--- src/rtl/fdiv_pkg.sv ---
package fdiv_pkg;
  typedef enum logic {
    FDIV_ACC = 1'b0,  // accumulator top bit is the output clock
    FDIV_NN1 = 1'b1   // n / n+1 period counter steered by accumulator carry
  } fdiv_mode_e;
endpackage

--- src/rtl/fdiv_phase_acc.sv ---
module fdiv_phase_acc #(
  parameter int ACC_W = 21
) (
  input  logic             clk,
  input  logic             rst,
  input  logic             step,
  input  logic             reload,
  input  logic [ACC_W-1:0] incr,
  output logic             acc_msb,
  output logic             carry
);
  logic [ACC_W-1:0] acc_q;
  logic [ACC_W-1:0] inc_q;
  logic [ACC_W:0]   sum;

  assign sum     = {1'b0, acc_q} + {1'b0, inc_q};
  assign carry   = step & sum[ACC_W];
  assign acc_msb = acc_q[ACC_W-1];

  always_ff @(posedge clk) begin
    if (rst) begin
      acc_q <= '0;
      inc_q <= incr;
    end else begin
      if (step)   acc_q <= sum[ACC_W-1:0];
      if (reload) inc_q <= incr;
    end
  end

  // the held increment only moves at a period boundary
  p_inc_hold_r7: assert property (@(posedge clk) disable iff (rst)
    !reload |=> $stable(inc_q));

  // without a step the phase does not move
  p_acc_idle_r2: assert property (@(posedge clk) disable iff (rst)
    !step |=> $stable(acc_q));
endmodule

--- src/rtl/fdiv_period.sv ---
module fdiv_period #(
  parameter int DIV_N = 812
) (
  input  logic clk,
  input  logic rst,
  input  logic long_sel,
  output logic boundary,
  output logic high_nxt
);
  localparam int CNT_W    = $clog2(DIV_N + 1);
  localparam int HIGH_LEN = DIV_N / 2;

  logic [CNT_W-1:0] pos_q;
  logic [CNT_W-1:0] last_q;
  logic [CNT_W-1:0] pos_nxt;

  assign boundary = (pos_q == last_q);
  assign pos_nxt  = boundary ? '0 : pos_q + 1'b1;
  assign high_nxt = (pos_nxt < CNT_W'(HIGH_LEN));

  always_ff @(posedge clk) begin
    if (rst) begin
      pos_q  <= '0;
      last_q <= '0;
    end else begin
      pos_q <= pos_nxt;
      if (boundary) last_q <= long_sel ? CNT_W'(DIV_N) : CNT_W'(DIV_N - 1);
    end
  end

  // position never runs past the end of the current period
  p_pos_in_range_r4: assert property (@(posedge clk) disable iff (rst)
    pos_q <= last_q);

  // every period chosen is n or n+1 cycles long
  p_len_choice_r4: assert property (@(posedge clk) disable iff (rst)
    boundary |=> (last_q == CNT_W'(DIV_N) || last_q == CNT_W'(DIV_N - 1)));
endmodule

--- src/rtl/fdiv_outreg.sv ---
module fdiv_outreg (
  input  logic clk,
  input  logic rst,
  input  logic tick_d,
  input  logic clk_d,
  output logic tick_o,
  output logic clk_o
);
  always_ff @(posedge clk) begin
    if (rst) begin
      tick_o <= 1'b0;
      clk_o  <= 1'b0;
    end else begin
      tick_o <= tick_d;
      clk_o  <= clk_d;
    end
  end
endmodule

--- src/rtl/frac_clk_div.sv ---
module frac_clk_div #(
  parameter int                   ACC_W = 21,
  parameter fdiv_pkg::fdiv_mode_e MODE  = fdiv_pkg::FDIV_ACC,
  parameter int                   DIV_N = 812
) (
  input  logic             clk,
  input  logic             rst,
  input  logic [ACC_W-1:0] incr,
  output logic             tick_o,
  output logic             clk_o
);
  logic tick_d;
  logic clk_d;

  generate
    if (MODE == fdiv_pkg::FDIV_ACC) begin : g_acc
      logic msb;
      logic wrap;
      fdiv_phase_acc #(.ACC_W(ACC_W)) u_acc (
        .clk(clk), .rst(rst), .step(1'b1), .reload(wrap), .incr(incr),
        .acc_msb(msb), .carry(wrap)
      );
      assign clk_d  = msb;
      assign tick_d = msb & ~clk_o;
    end else begin : g_nn1
      logic bnd;
      logic long_sel;
      logic high_nxt;
      logic msb_unused;
      fdiv_phase_acc #(.ACC_W(ACC_W)) u_acc (
        .clk(clk), .rst(rst), .step(bnd), .reload(bnd), .incr(incr),
        .acc_msb(msb_unused), .carry(long_sel)
      );
      fdiv_period #(.DIV_N(DIV_N)) u_per (
        .clk(clk), .rst(rst), .long_sel(long_sel),
        .boundary(bnd), .high_nxt(high_nxt)
      );
      assign clk_d  = high_nxt;
      assign tick_d = bnd;
    end
  endgenerate

  fdiv_outreg u_out (
    .clk(clk), .rst(rst), .tick_d(tick_d), .clk_d(clk_d),
    .tick_o(tick_o), .clk_o(clk_o)
  );

  // outputs are low after any edge taken in reset
  p_reset_low_r1: assert property (@(posedge clk)
    rst |=> (!tick_o && !clk_o));

  // tick lasts a single cycle
  p_tick_single_r3: assert property (@(posedge clk) disable iff (rst)
    tick_o |=> !tick_o);

  // tick marks a rising edge of the output clock
  p_tick_on_rise_r3: assert property (@(posedge clk) disable iff (rst)
    tick_o |-> $rose(clk_o));
endmodule

--- config.mk ---
export PLATFORM = sky130hd
export DESIGN_NAME = frac_clk_div
export DESIGN_NICKNAME = d
export VERILOG_FILES = /design/src/rtl/fdiv_pkg.sv /design/src/rtl/fdiv_phase_acc.sv /design/src/rtl/fdiv_period.sv /design/src/rtl/fdiv_outreg.sv /design/src/rtl/frac_clk_div.sv
export SDC_FILE = /design/constraint.sdc
export NUM_CORES = 1
export LEC_CHECK = 0
export BUFFER_PORTS_ARGS = -buffer_cell sky130_fd_sc_hd__buf_2
export CORE_UTILIZATION = 50
export CTS_BUF_LIST = sky130_fd_sc_hd__clkbuf_4
export DETAILED_ROUTE_END_ITERATION = 7
export PLACE_DENSITY = 0.7
export SYNTH_ARGS = -nofsm -noshare
export SYNTH_HDL_FRONTEND = slang
export SYNTH_SLANG_ARGS = --single-unit
--- constraint.sdc ---
create_clock -name clk -period 8.8 [get_ports clk]
set_clock_uncertainty 0.15 [all_clocks]
set_input_delay 1.32 -clock clk [delete_from_list [all_inputs] [get_ports clk]]
set_output_delay 1.32 -clock clk [all_outputs]
set_load 0.005 [all_outputs]
==> results.txt, run 1 <==
The leakage component of the power is between 1 and 1.5 nW. The synthesized net count came out at 244. The die is roughly 70 um wide. The simple logic cell fraction of the synthesized area is 0.123.

Synthesis produced 199 cells. The worst path in the final design needs a cycle of just over 3 ns, including I/O delays and setup. The post-synthesis async set-or-reset flop share is 0. The top cell types in the final layout, fill and taps aside, are 24 x buf_2, 23 x nor2_1, 23 x dfxtp_1, 21 x ha_1, 21 x edfxtp_1. The detailed-route wire length per cell came out at 13.3 um.

The arrival time at the worst endpoint is a little under 3 ns. The count of final hold-check violations came out at 0. The detailed route wirelength on metal2 is approximately 1600 um. The H-tree level count came out at 2. Of the total synthesized cell area, the portion taken by full adders, half adders and majority gates is 0.129. The proportion of netlist area held by the largest area contributor is 0.288. After routing, the total negative slack on setup checks comes to 0 ns. The final critical-path share of the clock period is 0.353. The iteration count of the initial detailed-routing pass is 4. Clock tree synthesis inserted a total of 5 buffers.

The worst pin sits at a relative slew slack of 0.410. The number of pins with negative max-slew slack in the final report came out at 0. After the last flow step, the layout net total stands at 268.

In this run the worst setup path begins at g_acc.u_acc.inc_q[4]$_DFFE_PP_. Setup slack on the critical path of the routed design comes to around 5.7 ns. The via count of the first global-routing pass is 1404. Data on the critical path is required at its endpoint by approximately 8.6 ns. The slew at the pin closest to its max-slew limit is just under 0.9 ns. The path class of the tightest hold or removal check is flip-flop to flip-flop.

TritonCTS built the clock tree. The TritonCTS sink count came out at 44. The number of antenna violations at the first check in global routing is 0. The HPWL after detailed placement came out at 2550 um. The routed wire length on met3 is between 100 and 150 um. The count of flip-flops with a built-in enable after synthesis came out at 21. STA classifies the critical path endpoint as a flip-flop. After detailed routing, the number of remaining DRC violations is 0. In the global route stage, overall resource usage came out at 0.179. After synthesis, the cell types taking the most area are edfxtp_1 29%, dfxtp_1 21%, ha_1 12%. The worst register-to-register path begins at g_acc.u_acc.inc_q[4]$_DFFE_PP_.

The worst setup slack after placement is 5.68 ns. The total core area came out at approximately 4100 um2. The number of primary I/O pins is 25. The routed via count divided by cell count is 5.52. The total power divided by cell area is ~360 nW/um2. The critical-path maximum fanout came out at 21.

The floorplan die height is 68.2 um. The hold-critical path depth came out at 1. The clock insertion delay at the later pin of the skew report is between 0.3 and 0.4 ns. The repair_antennas step left the layout with diodes totalling 0. The post-CTS repair timing setup buffer count came out at 0. The cell chosen for the clock root is clkbuf_4.

The via total after detailed routing is between 1500 and 2000. The critical path in this run is classified as flip-flop to flip-flop. The highest layer touched by signal routing is met4. The number of buffers inserted by port buffering came out at 24. The buffer levels on the longest clock path is 2. The starting density of the core came out at 0.532.

The global route total overflow is 0. Among all flip-flop cells after synthesis, the most frequent one is dfxtp_1. The register bit total from synthesis is 44.

The post-synthesis xor/xnor area fraction is 0.0640. Entering global routing, the biggest net connects 27 pins. In this run the mean area of a mapped cell was between 10 and 15 um2. The area of placed instances is approximately 2300 um2. The worst-case IR drop observed on VDD is about 180 uV. The design draws roughly 860 uW. The die area came out at approximately 4700 um2. The share of cells above drive strength 1 is 0.170. The number of warnings reported in the yosys synthesis log came out at 0. The flow ran to the end, and the final reports show no timing, DRC or antenna violations. The number of distinct standard cells referenced by the synthesized netlist is 41. Measured in cells, the most critical reg-to-reg path has a length of 8. The routed design has about 3600 um of wire. The synthesized area came out at ~2200 um2.

The area of all placed cells without fillers is between 2000 and 2500 um2. The worst slack on hold paths is approximately 0.26 ns. The detailed router finished its first iteration with around 110 violations. The count of hold-fix buffers inserted at cts is 0.

The number of resized instances in the post-cts repair step came out at 0. Summed over all instances, the cell type with the most area after synthesis is edfxtp_1. The synthesized-area fraction occupied by ao, oa, aoi and oai cells came out at 0.162. Setup repair after global routing left no endpoint under its margin. The number of routed nets with antenna violations came out at 0. The library cell used most frequently in the layout, excluding fill and tap cells, is buf_2. The post-synthesis sequential area ratio is 0.498. The hold path startpoint is u_out.clk_o$_SDFF_PP0_. The site row count is 23. The share of cell area taken by muxes after synthesis came out at 0.00514. In the final routing, the length of wire on met1 measures between 1500 and 2000 um. The maximum operating frequency is roughly 0.32 GHz. Compared with the post-synthesis result, the final layout area differs by 9.71%.

The count of final setup violators came out at 0. At the end of routability-driven placement, the weighted congestion stood at 0.828. The reported max-cap violation count is 0. By area, the combinational part of the netlist is dominated by compound AO/OA/AOI/OAI gates. The global-route wire length before repair is around 6000 um. Clock-pin slew was measured on the worst setup and hold paths at between 0.1 and 0.15 ns.

The worst setup path is launched from a flip-flop.
cell usage after synthesis, drive strengths merged (4+ instances only):
cell and count:
a31oi 5, clkbuf 7, nor2 23, a21o 7, nand2 8, edfxtp 21
inv 4, nor2b 7, xor2 9, ha 21, nand3 6, a21oi 15
dfxtp 23, o21ai 8, xnor2 7
path summary, 6_finish.rpt:
path,slack [ns],to
setup / recovery,5.69,g_acc.u_acc.inc_q[14]$_DFFE_PP_
setup reg to reg,5.69,g_acc.u_acc.inc_q[14]$_DFFE_PP_
hold / removal,0.26,u_out.tick_o$_SDFF_PP0_
hold reg to reg,0.26,u_out.tick_o$_SDFF_PP0_
per-stage QoR:
| stage | util | std cells |
|---|---|---|
| after CTS | 0.584 | 274 |
| final | 0.584 | 274 |
| after global routing | 0.584 | 274 |
| after floorplan | - | 199 |
| after detailed placement | 0.570 | 266 |
| after global placement | 0.570 | 266 |
state kept, by name, indices dropped and copies added, names as in the netlist:
signal / flops
g_acc.u_acc.acc_q: 21
g_acc.u_acc.inc_q: 21
u_out.clk_o: 1
u_out.tick_o: 1
cell families after synthesis:
logic type	count (synthesis)
AO/OA/AOI/OAI	49
XOR/XNOR	16
buffers and inverters	11
adder cells (fa/ha/maj)	22
flip-flops	44
AND/OR/NAND/NOR	56
multiplexers	1
area by class of cell:
class,instances,area (um2)
Clock inverter,2,11.3
Multi-Input combinational cell,144,1060
Fill cell,353,1710
Clock buffer,6,45.0
Tap cell,50,62.6
Inverter,4,15.0
Timing Repair Buffer,24,120
Sequential cell,44,1090
power breakdown:
group	switching (mW)	internal (mW)	leakage, nW	total, mW
Clock	0.0640	0.0336	0.0293	0.0976
Combinational	0.257	0.193	0.619	0.450
Sequential	0.0201	0.288	0.401	0.308
Total	0.341	0.514	1.05	0.856
layer usage:
metal  up-vias  GRT usage
li1        777          -
met1       699      0.230
met2        29      0.281
met3         7     0.0450
met4         0     0.0859
met5         -          0
worst max-delay path, stage by stage, from the launching register on:
cell      delay (ns)
edfxtp_1        0.39
ha_1            0.36
a21o_1          0.20
a31o_1          0.21
o21ai_2         0.18
o211ai_2        0.15
a31oi_2         0.32
o21ai_1         0.11
a211o_1         0.64
Note: power is estimated with default switching activity, not from simulation.
==> inputs of run 2 (changes only) <==
- PLACE_DENSITY: 0.7 -> 0.73
- clock period: 8.8 -> 2.55 ns (I/O delays scaled with it)
==> run 2 against run 1 <==
- non-clock buffer count increased by 21
- worst hold slack lost 0.22 ns
- routed wire length is 18% higher
- die area unchanged
- via count grew 8.3%
- fmax is 24% higher
- critical path depth is 1 higher
- sequential power rose to 3.5 times the previous value
- global-route usage is 2.9 points higher
- highest routed layer unchanged
==> results.txt, run 2 (synthesis gave the netlist of run 1 again) <==
The x dimension of the die is 68.2 um (unchanged). The min-delay analysis places its worst path in the category input port to flip-flop. The leakage component of the power came out at 1.19 nW (+13%). The critical-path maximum fanout came out at 3 (-86%).

The largest registers in the layout are g_acc.u_acc.acc_q (21), g_acc.u_acc.inc_q (21). The post-layout minimum cycle time came out at 2.50 ns (-0.608 ns). The clock slew at the register clock pins of the worst setup and hold paths came out at 0.13 ns (about the same). The iteration count of the initial detailed-routing pass is 4 (unchanged). The global route total overflow is 0 (unchanged). The number of nets in the layout is 292 (+9.0%). CTS placed an instance of clkbuf_4 at the clock tree root. The clock network fraction of total power is 0.124 (+0.010).

The count of hold-fix buffers inserted at cts came to 0 (unchanged). The number of standard cells in the final layout excluding fillers is 298 (+8.8%). The capturing point of the worst reg2reg path is g_acc.u_acc.acc_q[18]$_SDFF_PP0_. Setup repair after global routing could not meet its margin everywhere. The HPWL after detailed placement was 2890 um (+13%). The sequential share of power is 0.302 (-0.058). The slew at the pin closest to its max-slew limit came out at 0.449 ns (-0.436 ns). The site row count is 23 (unchanged). The total power consumption of the routed design came out at 3.55 mW (+320%). The total core area is 4120 um2 (unchanged).

The worst setup slack after placement is -0.0852 ns (-5.77 ns). The max-slew headroom at the worst pin came out at 0.700 (+0.291). The count of final setup violators is 0 (unchanged). The number of buffer and inverter stages on the critical path is 0 (unchanged).

The final-layout fill cell count is 313 (-11%). The buffer levels on the longest clock path came out at 2 (unchanged). The worst reg-to-reg path cell count is 9 (+1). The hold-critical path depth came out at 1 (unchanged). TritonCTS built the clock tree. The worst setup path is launched from a flip-flop. The total internal power was 2.17 mW (+320%). The share of cells above drive strength 1 is 0.290 (+0.121). The run finished with clean final reports. The area growth from synthesis to final layout came out at 25.0%. The most critical setup path has its startpoint at g_acc.u_acc.inc_q[0]$_DFFE_PP_. The number of DRC violations after detailed routing came out at 0 (unchanged). The startpoint identified for the worst hold timing path is incr[11].

The total instance count after detailed placement came out at 280 (+5.3%). The total detailed-routing wirelength was 4310 um (+18%). The detailed-route wire length per cell came to 14.4 um (+8.9%). The number of CTS-inserted buffers came to 5 (unchanged).

The count of final hold-check violations came out at 0 (unchanged). The number of routed nets with antenna violations came out at 0 (unchanged). The worst-case setup margin in the final layout was 0.0514 ns (-5.64 ns).

The maximum VDD drop came out at 674 uV (+280%). The clock insertion delay at the later pin of the skew report came out at 0.35 ns (about the same). The final design utilization is 0.665 (+0.0812).

The critical path goes through ha_2, fa_2, a21o_1, a221oi_4, o221ai_2, a21o_1, a41oi_2, xor2_1, nor2_1. The antenna cell count is 0 (unchanged). The total routing resource utilization after global routing was 0.208 (+0.0288). The starting density of the core was 0.532 (unchanged). The cell repeated most along the worst path is a21o_1. The critical path endpoint category is a flip-flop. The final critical-path share of the clock period is 0.980 (+0.627). The data required time at the worst endpoint is 2.64 ns (-5.99 ns). The end point of the most critical hold path is g_acc.u_acc.inc_q[11]$_DFFE_PP_.

The relative contribution of combinational cells to total power came to 0.574 (+0.048). The area of combinational cells with multiple inputs is 1210 um2 (+14%). The routability congestion estimate from global placement is 0.866 (+4.6%). The delay contributed by the slowest stage of the critical path was 0.39 ns (-0.25 ns).

The number of design-rule violations left by the first detailed-router iteration is 82 (-27%). The via count of the first global-routing pass came out at 1531 (+9.0%). The floorplan die height came out at 68.2 um (unchanged).

The number of pins with negative max-slew slack in the final report came out at 0 (unchanged). The global-route wire length before repair came out at 7020 um (+17%). By startpoint and endpoint, the worst setup path is classified as flip-flop to flip-flop. The reg-to-reg setup timing slack is 0.05 ns (-5.64 ns). The number of buffers inserted by port buffering came out at 24 (unchanged). The via total after detailed routing is 1637 (+8.3%).

The reported max-cap violation count is 0 (unchanged). The net switching share of the total power came out at 0.388 (-0.0105). The net switching power was 1.38 mW (+300%). The maximum number of pins on one net before global-route repair is 23 (-15%).

The worst slack on hold paths is 0.0413 ns (-0.218 ns). The largest individual stage delay along the critical path comes from the cell edfxtp_1. The number of antenna violations at the first check in global routing is 0 (unchanged).

The library cells used most frequently in the layout, excluding fill and tap cells, are 24 x buf_2, 23 x nor2_1, 23 x dfxtp_1, 21 x edfxtp_1, 21 x buf_4. The area taken by flip-flops and latches is 1090 um2 (unchanged). The TritonCTS sink count came to 44 (unchanged). The routed via count divided by cell count is 5.49 (-0.45%). The most common library cell in the layout ignoring fill and taps is buf_2.

The die area is 4650 um2 (unchanged). The number of primary I/O pins came to 25 (unchanged). In this run the critical register-to-register path is launched from g_acc.u_acc.inc_q[0]$_DFFE_PP_. The arrival time at the worst endpoint is 2.59 ns (-0.35 ns). The cell family contributing the most delay on the critical path is compound AO/OA/AOI/OAI gates. The H-tree level count was 2 (unchanged). The maximum operating frequency came out at 0.400 GHz (+24%). The total power divided by cell area is 1300 nW/um2 (+260%).
run 2: cell types whose count changed in the layout (fill, tap and decap cells not counted), moves of 2 or more:
cell / before / now
buf_4: 0 / 21
a211o_4: 0 / 4
ha_1: 21 / 18
ha_4: 0 / 2
o21ai_0: 5 / 3
o21ai_4: 0 / 2
run 2: power by group through the flow:
stage / Clock, mW / Combinational, mW / Sequential [mW]
after global routing: 0.474 / 2.25 / 1.10
after floorplan: 0 / 1.28 / 1.07
after detailed placement: 0 / 1.72 / 1.09
after global placement: 0 / 1.69 / 1.08
final: 0.439 / 2.04 / 1.07
after CTS: 0.448 / 1.97 / 1.08
run 2: final cells by class:
type	count	area share
inverter	4	0.00548
tap	50	0.0229
sequential	44	0.399
clock buffer	6	0.0165
clock inverter	2	0.0128
multi-input combinational	147	0.442
timing repair buffer	45	0.101
run 2: through the flow:
| stage | area, um2 | setup TNS [ns] |
|---|---|---|
| 2_1_floorplan | 2210 | 0 |
| 3_3_place_gp | 2470 | -0.954 |
| 3_5_place_dp | 2470 | -1.14 |
| 4_1_cts | 2700 | -0.0320 |
| 5_1_grt | 2740 | -0.411 |
| 6_report | 2740 | 0 |
run 2: worst max-delay path by stage:
stage	to	cells after the start	slack (ns)
2_1_floorplan	g_acc.u_acc.inc_q[0]$_DFFE_PP_	8	0.02
3_3_place_gp	g_acc.u_acc.inc_q[11]$_DFFE_PP_	8	-0.05
3_5_place_dp	g_acc.u_acc.acc_q[18]$_SDFF_PP0_	9	-0.09
4_1_cts	g_acc.u_acc.inc_q[16]$_DFFE_PP_	8	-0.008
5_1_grt	g_acc.u_acc.acc_q[14]$_SDFF_PP0_	9	-0.06
6_report	g_acc.u_acc.acc_q[18]$_SDFF_PP0_	9	0.05
run 2: per-layer routing:
layer	up-vias	GRT usage	part of all wire
met2	38	0.330	0.47
met5	-	0	0
li1	836	-	-
met3	6	0.0500	0.038
met1	757	0.279	0.48
met4	0	0.0625	0.013
run 2: what timing repair did:
action,in CTS,in global routing
pin swaps,11,12
setup buffers,7,0
endpoints found under the setup margin,23,26
gates cloned,3,0
resized for setup,9,8
